## src/rtl/wwc_pkg.sv

```systemverilog
package wwc_pkg;
   typedef enum logic [2:0] {
      K_WIDE     = 3'd0,
      K_SRAM     = 3'd1,
      K_PLAIN    = 3'd2,
      K_DESC_LO  = 3'd3,
      K_DESC_TOP = 3'd4
   } wkind_e;
endpackage

```

## src/rtl/wwc_decode.sv

```systemverilog
module wwc_decode
   import wwc_pkg::*;
#(
   parameter int AW = 16,
   parameter int PAGE_BITS = 13,
   parameter int LW = 2,
   parameter int DB = 2,
   parameter int SB = 3,
   parameter int WB = 4,
   parameter logic [AW-1:0] SRAM_BASE = 16'hC000,
   parameter logic [PAGE_BITS-1:0] DESC_A_OFS = 13'h830,
   parameter logic [PAGE_BITS-1:0] DESC_B_OFS = 13'ha10,
   parameter logic [PAGE_BITS-1:0] PLAIN_OFS = 13'h400,
   parameter logic [PAGE_BITS-1:0] TIMER_OFS = 13'h420,
   parameter bit QUIRK_EN = 1'b1
) (
   input  logic [AW-1:0]    addr,
   output wkind_e           kind,
   output logic [AW-SB-1:0] tag,
   output logic [LW-1:0]    lane,
   output logic             timer0
);
   logic                 is_sram, is_desc, is_plain, is_top, timer_ofs;
   logic [PAGE_BITS-1:0] ofs;

   assign ofs       = addr[PAGE_BITS-1:0];
   assign is_sram   = addr >= SRAM_BASE;
   assign is_desc   = !is_sram && ((ofs[PAGE_BITS-1:WB] == DESC_A_OFS[PAGE_BITS-1:WB]) ||
                                   (ofs[PAGE_BITS-1:WB] == DESC_B_OFS[PAGE_BITS-1:WB]));
   assign timer_ofs = ofs[PAGE_BITS-1:DB] == TIMER_OFS[PAGE_BITS-1:DB];
   assign is_plain  = !is_sram && (timer_ofs || (ofs[PAGE_BITS-1:DB] == PLAIN_OFS[PAGE_BITS-1:DB]));
   assign is_top    = &addr[WB-1:DB];

   generate
      if (QUIRK_EN) begin : g_quirk
         assign timer0 = !is_sram && timer_ofs && (addr[AW-1:PAGE_BITS] == '0);
      end else begin : g_noquirk
         assign timer0 = 1'b0;
      end
   endgenerate

   always_comb begin
      if (is_sram) begin
         kind = K_SRAM;
         tag  = addr[AW-1:SB];
         lane = LW'(addr[SB-1:DB]);
      end else begin
         if (is_plain)     kind = K_PLAIN;
         else if (is_desc) kind = is_top ? K_DESC_TOP : K_DESC_LO;
         else              kind = K_WIDE;
         tag  = {addr[AW-1:WB], {(WB-SB){1'b0}}};
         lane = addr[WB-1:DB];
      end
   end
endmodule

```

## src/rtl/wwc_lanes.sv

```systemverilog
module wwc_lanes #(
   parameter int DW = 32,
   parameter int LANES = 4,
   parameter int LW = 2
) (
   input  logic               clk,
   input  logic               rst_n,
   input  logic               we,
   input  logic [LW-1:0]      wr_lane,
   input  logic [DW-1:0]      wr_data,
   input  logic [LANES-1:0]   keep_mask,
   output logic [LANES*DW-1:0] merged
);
   generate
      for (genvar i = 0; i < LANES; i++) begin : g_lane
         logic [DW-1:0] store_q;
         logic          hit;
         assign hit = wr_lane == LW'(i);
         always_ff @(posedge clk or negedge rst_n) begin
            if (!rst_n)        store_q <= '0;
            else if (we && hit) store_q <= wr_data;
         end
         assign merged[i*DW +: DW] = hit ? wr_data : (keep_mask[i] ? store_q : '0);
      end
   endgenerate
endmodule

```

## src/rtl/wide_wr_collector.sv

```systemverilog
module wide_wr_collector
   import wwc_pkg::*;
#(
   parameter int AW = 16,
   parameter int DW = 32,
   parameter int WIDE_W = 128,
   parameter int SRAM_W = 64,
   parameter int PAGE_BITS = 13,
   parameter logic [AW-1:0] SRAM_BASE = 16'hC000,
   parameter logic [PAGE_BITS-1:0] DESC_A_OFS = 13'h830,
   parameter logic [PAGE_BITS-1:0] DESC_B_OFS = 13'ha10,
   parameter logic [PAGE_BITS-1:0] PLAIN_OFS = 13'h400,
   parameter logic [PAGE_BITS-1:0] TIMER_OFS = 13'h420,
   parameter bit QUIRK_EN = 1'b1
) (
   input  logic              clk,
   input  logic              rst_n,
   input  logic              wr_valid,
   input  logic [AW-1:0]     wr_addr,
   input  logic [DW-1:0]     wr_data,
   output logic              cmt_valid,
   output logic [AW-1:0]     cmt_addr,
   output logic [WIDE_W-1:0] cmt_data
);
   localparam int LANES      = WIDE_W / DW;
   localparam int SRAM_LANES = SRAM_W / DW;
   localparam int LW         = $clog2(LANES);
   localparam int DB         = $clog2(DW / 8);
   localparam int SB         = $clog2(SRAM_W / 8);
   localparam int WB         = $clog2(WIDE_W / 8);
   localparam int TW         = AW - SB;

   generate
      if (WIDE_W % DW != 0 || SRAM_W % DW != 0 || SRAM_W >= WIDE_W)
         begin : g_bad_width
            $error("wide_wr_collector: widths must be dword multiples with SRAM narrower than CSR");
         end
      if (PAGE_BITS >= AW || PAGE_BITS <= WB) begin : g_bad_page
         $error("wide_wr_collector: page size out of range");
      end
   endgenerate

   wkind_e           kind;
   logic [TW-1:0]    tag_w, tag_q;
   logic [LW-1:0]    lane_w;
   logic             timer0;
   logic [LANES-1:0] mask_q, keep, next_mask, cur_bit;
   logic             held, same, full, store, commit, clear;
   logic [WIDE_W-1:0] merged, cdata_d;
   logic [AW-1:0]    caddr_d;

   wwc_decode #(
      .AW(AW), .PAGE_BITS(PAGE_BITS), .LW(LW), .DB(DB), .SB(SB), .WB(WB),
      .SRAM_BASE(SRAM_BASE), .DESC_A_OFS(DESC_A_OFS), .DESC_B_OFS(DESC_B_OFS),
      .PLAIN_OFS(PLAIN_OFS), .TIMER_OFS(TIMER_OFS), .QUIRK_EN(QUIRK_EN)
   ) u_dec (
      .addr(wr_addr), .kind(kind), .tag(tag_w), .lane(lane_w), .timer0(timer0)
   );

   wwc_lanes #(.DW(DW), .LANES(LANES), .LW(LW)) u_lanes (
      .clk(clk), .rst_n(rst_n), .we(store), .wr_lane(lane_w),
      .wr_data(wr_data), .keep_mask(keep), .merged(merged)
   );

   assign held      = |mask_q;
   assign same      = held && (tag_q == tag_w);
   assign keep      = same ? mask_q : '0;
   assign cur_bit   = LANES'(1) << lane_w;
   assign next_mask = keep | cur_bit;

   always_comb begin
      full    = 1'b0;
      store   = 1'b0;
      commit  = 1'b0;
      clear   = 1'b0;
      cdata_d = merged;
      caddr_d = {tag_w, {SB{1'b0}}};
      if (wr_valid) begin
         unique case (kind)
            K_PLAIN: begin
               commit  = 1'b1;
               clear   = timer0;
               cdata_d = {{(WIDE_W-DW){1'b0}}, wr_data};
               caddr_d = {wr_addr[AW-1:DB], {DB{1'b0}}};
            end
            K_DESC_TOP: begin
               commit = 1'b1;
               clear  = 1'b1;
            end
            K_DESC_LO: store = !held || same;
            K_SRAM: begin
               full   = &next_mask[SRAM_LANES-1:0];
               commit = full;
               clear  = full;
               store  = !full;
            end
            default: begin
               full   = &next_mask;
               commit = full;
               clear  = full;
               store  = !full;
            end
         endcase
      end
   end

   always_ff @(posedge clk or negedge rst_n) begin
      if (!rst_n) begin
         mask_q    <= '0;
         tag_q     <= '0;
         cmt_valid <= 1'b0;
         cmt_addr  <= '0;
         cmt_data  <= '0;
      end else begin
         cmt_valid <= commit;
         if (commit) begin
            cmt_addr <= caddr_d;
            cmt_data <= cdata_d;
         end
         if (clear) begin
            mask_q <= '0;
            tag_q  <= '0;
         end else if (store) begin
            mask_q <= next_mask;
            tag_q  <= tag_w;
         end
      end
   end
endmodule

```

## config.mk

```make
export PLATFORM = sky130hd
export DESIGN_NAME = wide_wr_collector
export DESIGN_NICKNAME = d
export VERILOG_FILES = /design/src/rtl/wwc_pkg.sv /design/src/rtl/wwc_decode.sv /design/src/rtl/wwc_lanes.sv /design/src/rtl/wide_wr_collector.sv
export SDC_FILE = /design/constraint.sdc
export NUM_CORES = 1
export LEC_CHECK = 0
export BUFFER_PORTS_ARGS = -buffer_cell sky130_fd_sc_hd__buf_2
export CAP_MARGIN = 40
export CORE_ASPECT_RATIO = 0.75
export CORE_MARGIN = 2
export CORE_UTILIZATION = 25
export CTS_BUF_LIST = sky130_fd_sc_hd__clkbuf_16
export CTS_CLUSTER_DIAMETER = 150
export CTS_CLUSTER_SIZE = 20
export DETAILED_ROUTE_END_ITERATION = 10
export GPL_ROUTABILITY_DRIVEN = 0
export PLACE_DENSITY_LB_ADDON = 0.08
export SYNTH_ARGS = -nofsm -noshare
export SYNTH_HDL_FRONTEND = slang
export SYNTH_HIERARCHICAL = 1
export SYNTH_SLANG_ARGS = --single-unit
```

## constraint.sdc

```tcl
create_clock -name clk -period 2.6 [get_ports clk]
set_input_delay 0.39 -clock clk [delete_from_list [all_inputs] [get_ports clk]]
set_output_delay 0.39 -clock clk [all_outputs]
set_load 0.03 [all_outputs]
```

==> results of run 1 <==
## final cells by class
type | instances | area (um^2)
Sequential cell | 288 | 7210
Tap cell | 731 | 915
Clock inverter | 1 | 16.3
Timing Repair Buffer | 317 | 2540
Inverter | 49 | 191
Clock buffer | 19 | 475
Fill cell | 5776 | 38200
Multi-Input combinational cell | 948 | 6270
## cell families (layout without fill, tap and decap cells)
logic type	Yosys count	in the layout	synth area share, %
mux	250	250	18.9
xor+xnor	14	14	0.871
flops	288	288	51.2
simple gates	427	427	12.8
buf+inv	167	386	6.21
compound gates	255	255	10.0
other cells	1	2	0.0266
## path summary, 6_finish.rpt
| path | from | to | slack (ns) |
|---|---|---|---|
| max | wr_addr[12] | u_lanes/g_lane[1].store_q[5] | -0.07 |
| min | wr_addr[11] | tag_q[8] | 0.14 |
| max reg2reg | tag_q[8] | u_lanes/g_lane[1].store_q[27] | -0.04 |
| min reg2reg | cmt_data[23] | cmt_data[23] | 0.48 |
| max in group asynchronous | rst_n | cmt_data[68] | 1.42 |
| min in group asynchronous | rst_n | u_lanes/g_lane[1].store_q[25] | 0.39 |
## power breakdown
part	internal [W]	total, W	switching [W]
combinational	0.000707	0.00143	0.000727
sequential	0.00495	0.00519	0.000247
clock	0.00132	0.00295	0.00163
## worst min-delay path: stages
cell	delay [ns]
buf_2	0.14
inv_1	0.05
mux2i_1	0.06
## metrics by stage
stage / setup TNS (ns) / hold WS [ns] / setup slack (ns)
after detailed placement: -105.14 / 0.377 / -0.641
after CTS: -1.73 / 0.119 / -0.0868
after global routing: -15.46 / 0.128 / -0.153
after floorplan: -34.38 / 0.0944 / -0.447
final: -4.83 / 0.144 / -0.0743
after global placement: -100.22 / 0.381 / -0.598
## routing by layer
layer	share of wire (%)	track usage [%]
met1	52	23.0
met4	1.1	2.05
met3	3.2	2.30
met5	0.040	0
met2	44	23.6
## what timing repair did
| action | in CTS | in global routing |
|---|---|---|
| gates cloned | 2 | 6 |
| pin swaps | 6 | 13 |
| hold endpoints to repair | 44 | 0 |
| hold buffers | 1 | 0 |
| buffers inserted | 11 | 3 |
| endpoints found under the setup margin | 106 | 249 |
| gates resized for setup | 41 | 49 |
## cell usage in the layout, fill, tap and decap left out, drive strengths merged, types with 3 or more instances in the layout
master    n
mux2i   122
nor4      3
clkbuf   24
nand2b    5
nor2b     6
inv      49
a22o      4
o211ai   32
nand4     3
a211oi    3
o21ai   208
and2      8
mux2    128
xnor2    13
dfrtp   288
nand3b    3
nand3    35
nand2   352
nor3      4
nor2      3
buf     311
## flip-flops by register name (all words and copies together), names as in the netlist
name and count:
cmt_data 128, u_lanes/g_lane.store_q 128, tag_q 13, cmt_valid 1
mask_q 4, cmt_addr 14
==> key figures, run 1 <==
Synth
  • Synth cell types: 46
  • Most common cell in the netlist: nand2_1
  • Synth Flop Type: dfrtp_1
  • Yosys top cell area share: ~50%
  • Synth area leader: dfrtp_1
  • Synthesized area per cell: 10.0 um^2
  • Sequential area share after synthesis: around 51%
  • Mapped Cells: approximately 1400
  • Asr flop ratio synth: 100%
  • Synthesized flop and latch total: ~290
  • Commonest cells in the netlist: nand2_1 (352), dfrtp_1 (288), o21ai_0 (147)
  • YS warnings: 6
  • Netlist Area Pre-Place: roughly 0.014 mm^2
  • EDFF count, synth: 0
  • Largest cells by area after synthesis: dfrtp_1 (51%), mux2_2 (10%), nand2_1 (9.4%)

Timing
  • Headroom to the max-slew limit: between 60% and 70%
  • Final Critical Period: approximately 2.7 ns
  • Worst-Margin Slew: 0.588 ns
  • RSZ-0062 raised after global routing: true
  • Final worst slack: -0.0743 ns
  • Slew Limit Fails: 0
  • Final Skew: roughly 0.026 ns
  • Final Cycle Share: 103%
  • Fmax achieved: around 370 MHz
  • Final setup vio count: ~120
  • Fin. Hold Viols: 0

Finish
  • Post-layout nets: between 1500 and 2000
  • Layout cell share with drive strength beyond 1: a little under a third
  • Post-Layout Inst Area: 0.0176 mm^2
  • Finished Core Util: roughly a third
  • Synth-to-layout area growth: 25.1%
  • Final non-filler cell total: 2353
  • Ant diodes: 0

Placement
  • Port Buffers: about 190
  • HPWL reported at the end of detailed placement: between 30 and 40 mm
  • Placed Cells: roughly 2300
  • Placed instance area: 0.0166 mm^2

Global routing
  • GRT overflow: 0
  • Antenna violations before repair: 2
  • Tot GR Track Use: between 15 and 20%
  • Maximum number of pins on one net before global-route repair: 74
  • First-pass GRT wire length: 69.5 mm
  • Vias in the first global route: between 10000 and 15000

Detailed routing
  • Final wirelength: approximately 46 mm
  • WL/cell: 19.3 um
  • Via count: about 11000
  • Vias per Instance: about 4.5
  • Drt initial violations: about 470
  • Post-route ant nets: 0
  • TritonRoute pass-1 iters: 4
  • DRC viols: 0

Min path
  • Worst Hold Depth: 3
  • Hold Path Class: in -> reg

Critical path
  • Critical path class: in -> reg
  • Startpoint Class: primary input
  • Crit path depth: 13
  • Reg2reg path depth: 11
  • Crit end category: flip-flop
  • Crit-path cells: buf_6, or4_4, nand2b_4, nor3_4, inv_1, a32oi_2, a22oi_2, a211o_4, inv_8, buf_4, nand3b_4, clkbuf_16, mux2_2
  • Crit Path Max Fanout: 6
  • CP arrival: between 3 and 4 ns
  • Crit-path slowest cell: or4_4
  • CP peak stage delay: approximately 0.55 ns
  • Critical path's top delay family: simple AND/OR/NAND/NOR gates
  • WP data required: 3.01 ns
  • Crit path buf inv count: 5

Power and ir drop
  • VDD IR max: ~0.00048 V
  • Total chip power: 0.00958 W
  • Pwr Density: between 500 and 600 mW/mm^2
  • Pleak: roughly 8 nW

CTS
  • Maximum buffer depth of the clock tree: 3
  • Worst-path clk slew: ~0.10 ns
  • H-tree levels: 1
  • CTS root buffer: clkbuf_16
  • Num Clock Sinks: roughly 290
  • TritonCTS Buffers: 18
  • Worst-Skew Late Latency: around 0.54 ns
  • CTS tree: done

Outcome
  • Failing checks: negative setup slack
  • Outcome: complete, but fails checks

Die
  • Die X: 278 um
  • Boundary pin count: 196
  • Die area: 0.0582 mm^2
  • # rows: 75
  • Core Box Area: 0.0558 mm^2
  • Die Y-Extent: approximately 210 um
  • Initial Utilization: around 25%

Run
  • Maxcap violations: 0
Power figures use the tool's default switching activity.
==> inputs of run 2 (changes only) <==
--- a/config.mk
+++ b/config.mk
@@ -5,6 +5,7 @@
 export SDC_FILE = /design/constraint.sdc
 export NUM_CORES = 1
 export LEC_CHECK = 0
+export ABC_AREA = 1
 export BUFFER_PORTS_ARGS = -buffer_cell sky130_fd_sc_hd__buf_2
 export CAP_MARGIN = 40
 export CORE_ASPECT_RATIO = 0.75
@@ -12,7 +13,7 @@
 export CORE_UTILIZATION = 25
 export CTS_BUF_LIST = sky130_fd_sc_hd__clkbuf_16
 export CTS_CLUSTER_DIAMETER = 150
-export CTS_CLUSTER_SIZE = 20
+export CTS_CLUSTER_SIZE = 28
 export DETAILED_ROUTE_END_ITERATION = 10
 export GPL_ROUTABILITY_DRIVEN = 0
 export PLACE_DENSITY_LB_ADDON = 0.08
==> key figures, run 2 <==
Outcome
  • Outcome: finished clean (was complete, but fails checks)

CTS
  • Maximum buffer depth of the clock tree: 3 (unchanged)
  • TritonCTS Buffers: 14 (was 18)
  • CTS root buffer: clkbuf_16 (unchanged)
  • H-tree levels: 1 (unchanged)
  • Worst-path clk slew: 0.13 ns (was 0.10 ns)
  • Worst-Skew Late Latency: 0.54 ns (about the same)
  • CTS tree: done (unchanged)
  • Num Clock Sinks: 288 (unchanged)

Critical path
  • CP Capture Point: cmt_data[84] (was u_lanes/g_lane[1].store_q[5])
  • R2R Path Start: tag_q[3] (was tag_q[8])
  • Critical path's most frequent cell: nand2_1
  • WP data required: 3.05 ns (was 3.01 ns)
  • Reg2reg path depth: 15 (was 11)
  • Crit Path Max Fanout: 9 (was 6)
  • CP arrival: 2.90 ns (was 3.09 ns)
  • Startpoint Class: flip-flop (was primary input)
  • Crit end category: flip-flop (unchanged)
  • Worst R2R End: cmt_data[84] (was u_lanes/g_lane[1].store_q[27])
  • Reg2Reg Setup Slack: 0.14 ns (was -0.04 ns)
  • Crit path from: tag_q[3] (was wr_addr[12])
  • Crit-path slowest cell: dfrtp_1 (was or4_4)
  • Critical path class: reg -> reg (was in -> reg)
  • Crit-path cells: xnor2_1, nand2_1, nor2_1, buf_4, nand4_1, nand2_1, nand2_2, o21ai_4, buf_6, nand3_4, buf_12, buf_16, clkbuf_16, nand2_1, o21ai_2 (was buf_6, or4_4, nand2b_4, nor3_4, inv_1, a32oi_2, a22oi_2, a211o_4, inv_8, buf_4, nand3b_4, clkbuf_16, mux2_2)
  • CP peak stage delay: 0.41 ns (was 0.55 ns)

Detailed routing
  • Final wirelength: 56.0 mm (was 45.5 mm)
  • WL/cell: 19.6 um (was 19.3 um)
  • DRC viols: 0 (unchanged)
  • TritonRoute pass-1 iters: 5 (was 4)
  • Post-route ant nets: 0 (unchanged)
  • Drt initial violations: 1143 (was 466)
  • Vias per Instance: 4.62 (was 4.51)
  • Via count: 13200 (was 10600)

Global routing
  • Maximum number of pins on one net before global-route repair: 75 (was 74)
  • First-pass GRT wire length: 82.4 mm (was 69.5 mm)
  • GRT overflow: 0 (unchanged)
  • Antenna violations before repair: 7 (was 2)
  • Tot GR Track Use: 17.1% (was 15.3%)
  • Vias in the first global route: 12700 (was 10900)

Die
  • Die Y-Extent: 217 um (was 210 um)
  • Boundary pin count: 196 (unchanged)
  • # rows: 77 (was 75)
  • Die X: 288 um (was 278 um)
  • Core Box Area: 0.0593 mm^2 (was 0.0558 mm^2)
  • Die area: 0.0624 mm^2 (was 0.0582 mm^2)
  • Initial Utilization: 25.4% (was 25.2%)

Timing
  • Final Skew: 0.0307 ns (was 0.0260 ns)
  • Headroom to the max-slew limit: 56.3% (was 60.5%)
  • Slew Limit Fails: 0 (unchanged)
  • Final Cycle Share: 94.4% (was 103%)
  • Final setup vio count: 0 (was 124)
  • RSZ-0062 raised after global routing: true (unchanged)
  • Final Critical Period: 2.46 ns (was 2.67 ns)
  • Fin. Hold Viols: 0 (unchanged)
  • Worst-Margin Slew: 0.655 ns (was 0.588 ns)
  • Fmax achieved: 407 MHz (was 374 MHz)

Synth
  • Commonest cells in the netlist: nand2_1 (834), dfrtp_1 (288), nand3_1 (202) (was nand2_1 (352), dfrtp_1 (288), o21ai_0 (147))
  • Yosys top cell area share: 47.8% (was 51.2%)
  • EDFF count, synth: 0 (unchanged)
  • Most common cell in the netlist: nand2_1 (unchanged)
  • Synthesized area per cell: 8.00 um^2 (was 10.0 um^2)
  • Synth area leader: dfrtp_1 (unchanged)
  • Synth cell types: 30 (was 46)
  • Synthesized flop and latch total: 288 (unchanged)
  • Asr flop ratio synth: 100% (unchanged)
  • Largest cells by area after synthesis: dfrtp_1 (48%), nand2_1 (21%), o21ai_2 (7.1%) (was dfrtp_1 (51%), mux2_2 (10%), nand2_1 (9.4%))
  • YS warnings: 6 (unchanged)
  • Netlist Area Pre-Place: 0.0151 mm^2 (was 0.0141 mm^2)
  • Sequential area share after synthesis: 47.8% (was 51.2%)
  • Synth Flop Type: dfrtp_1 (unchanged)
  • Mapped Cells: 1887 (was 1402)

Finish
  • Most frequent cells in the layout: nand2_1 (803), dfrtp_1 (288), nand3_1 (198) (was nand2_1 (352), dfrtp_1 (288), buf_2 (187))
  • Synth-to-layout area growth: 21.8% (was 25.1%)
  • Post-layout nets: 2117 (was 1673)
  • Top Registers: cmt_data (128), u_lanes/g_lane.store_q (128), cmt_addr (14) (unchanged)
  • Layout cell share with drive strength beyond 1: 26.7% (was 30.6%)
  • Final non-filler cell total: 2860 (was 2353)
  • Commonest non-fill, non-tap cell in the layout: nand2_1 (unchanged)

Min path
  • Worst Hold Depth: 3 (unchanged)
  • Hold Path Class: in -> reg (unchanged)

Run
  • Maxcap violations: 0 (unchanged)

Power and ir drop
  • Pwr Density: 593 mW/mm^2 (was 544 mW/mm^2)
  • VDD IR max: 0.000358 V (was 0.000482 V)
  • Pleak: 9.62 nW (was 7.96 nW)
  • Total chip power: 0.0109 W (was 0.00958 W)

Placement
  • HPWL reported at the end of detailed placement: 36.3 mm (was 30.9 mm)
  • Port Buffers: 191 (unchanged)
  • Placed Cells: 2815 (was 2313)
-- run 2: cell count changes after synthesis, sizes merged, moves of 5 or more --
cell    before  now
o211ai      32    0
mux2i      122   36
inv         49   41
nor2b        6    0
nand4        3   68
nor2         3   29
nand2b       5    0
buf         72  139
xnor2       13    3
and2         8    1
nand3       35  206
mux2       128    0
nand2      352  841
o21ai      208  183
-- run 2: worst min path at each step --
stage	start	endpoint
after global placement	rst_n	cmt_addr[7]
after detailed placement	rst_n	cmt_addr[7]
after floorplan	rst_n	cmt_addr[10]
after global routing	wr_addr[13]	tag_q[10]
after CTS	wr_addr[13]	tag_q[10]
final	wr_addr[13]	tag_q[10]
-- run 2: repair_timing --
action,4_1_cts,5_1_grt
gates cloned,0,14
pin swaps,0,11
endpoints found under the hold margin,53,0
hold buffers,1,0
gates resized for setup,1,72
endpoints found under the setup margin,49,255
buffers inserted,0,10
-- run 2: power breakdown --
part	switching, W	internal [W]	total (W)
clock	0.00165	0.00107	0.00272
combinational	0.00179	0.000860	0.00265
sequential	0.000378	0.00514	0.00552
total	0.00382	0.00707	0.0109
-- run 2: layer usage --
| metal | up-vias | track usage (%) | part of all wire [%] |
|---|---|---|---|
| met5 | - | 0 | 0.066 |
| met4 | 6 | 2.95 | 1.6 |
| met3 | 45 | 2.95 | 4.9 |
| met2 | 303 | 25.9 | 44 |
| met1 | 6433 | 25.8 | 50 |
| li1 | 6420 | - | - |
-- run 2: cells by family (layout without fill, tap and decap cells) --
family	Yosys count	count (layout)	share of synthesized area, %
simple gates	1147	1147	31.9
flops	288	288	47.8
buf+inv	225	403	8.38
compound gates	187	187	9.33
mux	36	36	2.39
xor+xnor	3	3	0.174
other cells	1	6	0.0249
-- run 2: cell type report --
cell class | instances | area, um^2
antenna | 4 | 10.0
clock buffer | 15 | 375
clock inverter | 1 | 20.0
fill | 6391 | 41000
inverter | 41 | 161
multi-input combinational | 1375 | 6770
sequential | 288 | 7210
tap | 790 | 988
timing repair buffer | 346 | 2840
-- run 2: through the flow --
step | util [%] | area, um^2 | setup WS [ns] | hold WS, ns | TNS, ns
4_1_cts | 29.8 | 17700 | 0.0895 | 0.112 | 0
5_1_grt | 31.0 | 18400 | -0.0498 | 0.108 | -1.45
6_report | 31.0 | 18400 | 0.145 | 0.144 | 0
3_5_place_dp | 29.2 | 17300 | -0.312 | 0.364 | -59.74
2_1_floorplan | - | 15100 | 0.000619 | 0.0944 | 0
3_3_place_gp | 29.2 | 17300 | -0.309 | 0.371 | -63.06
-- run 2: critical path, delay by kind of cell (launching register included) --
| family | cells | cell delay (ns) |
|---|---|---|
| xor gates and xnor gates | 1 | 0.22 |
| DFF | 1 | 0.41 |
| buffers and inverters | 5 | 0.79 |
| and+or+nand+nor | 7 | 0.71 |
| AOI/OAI and AO/OA | 2 | 0.21 |
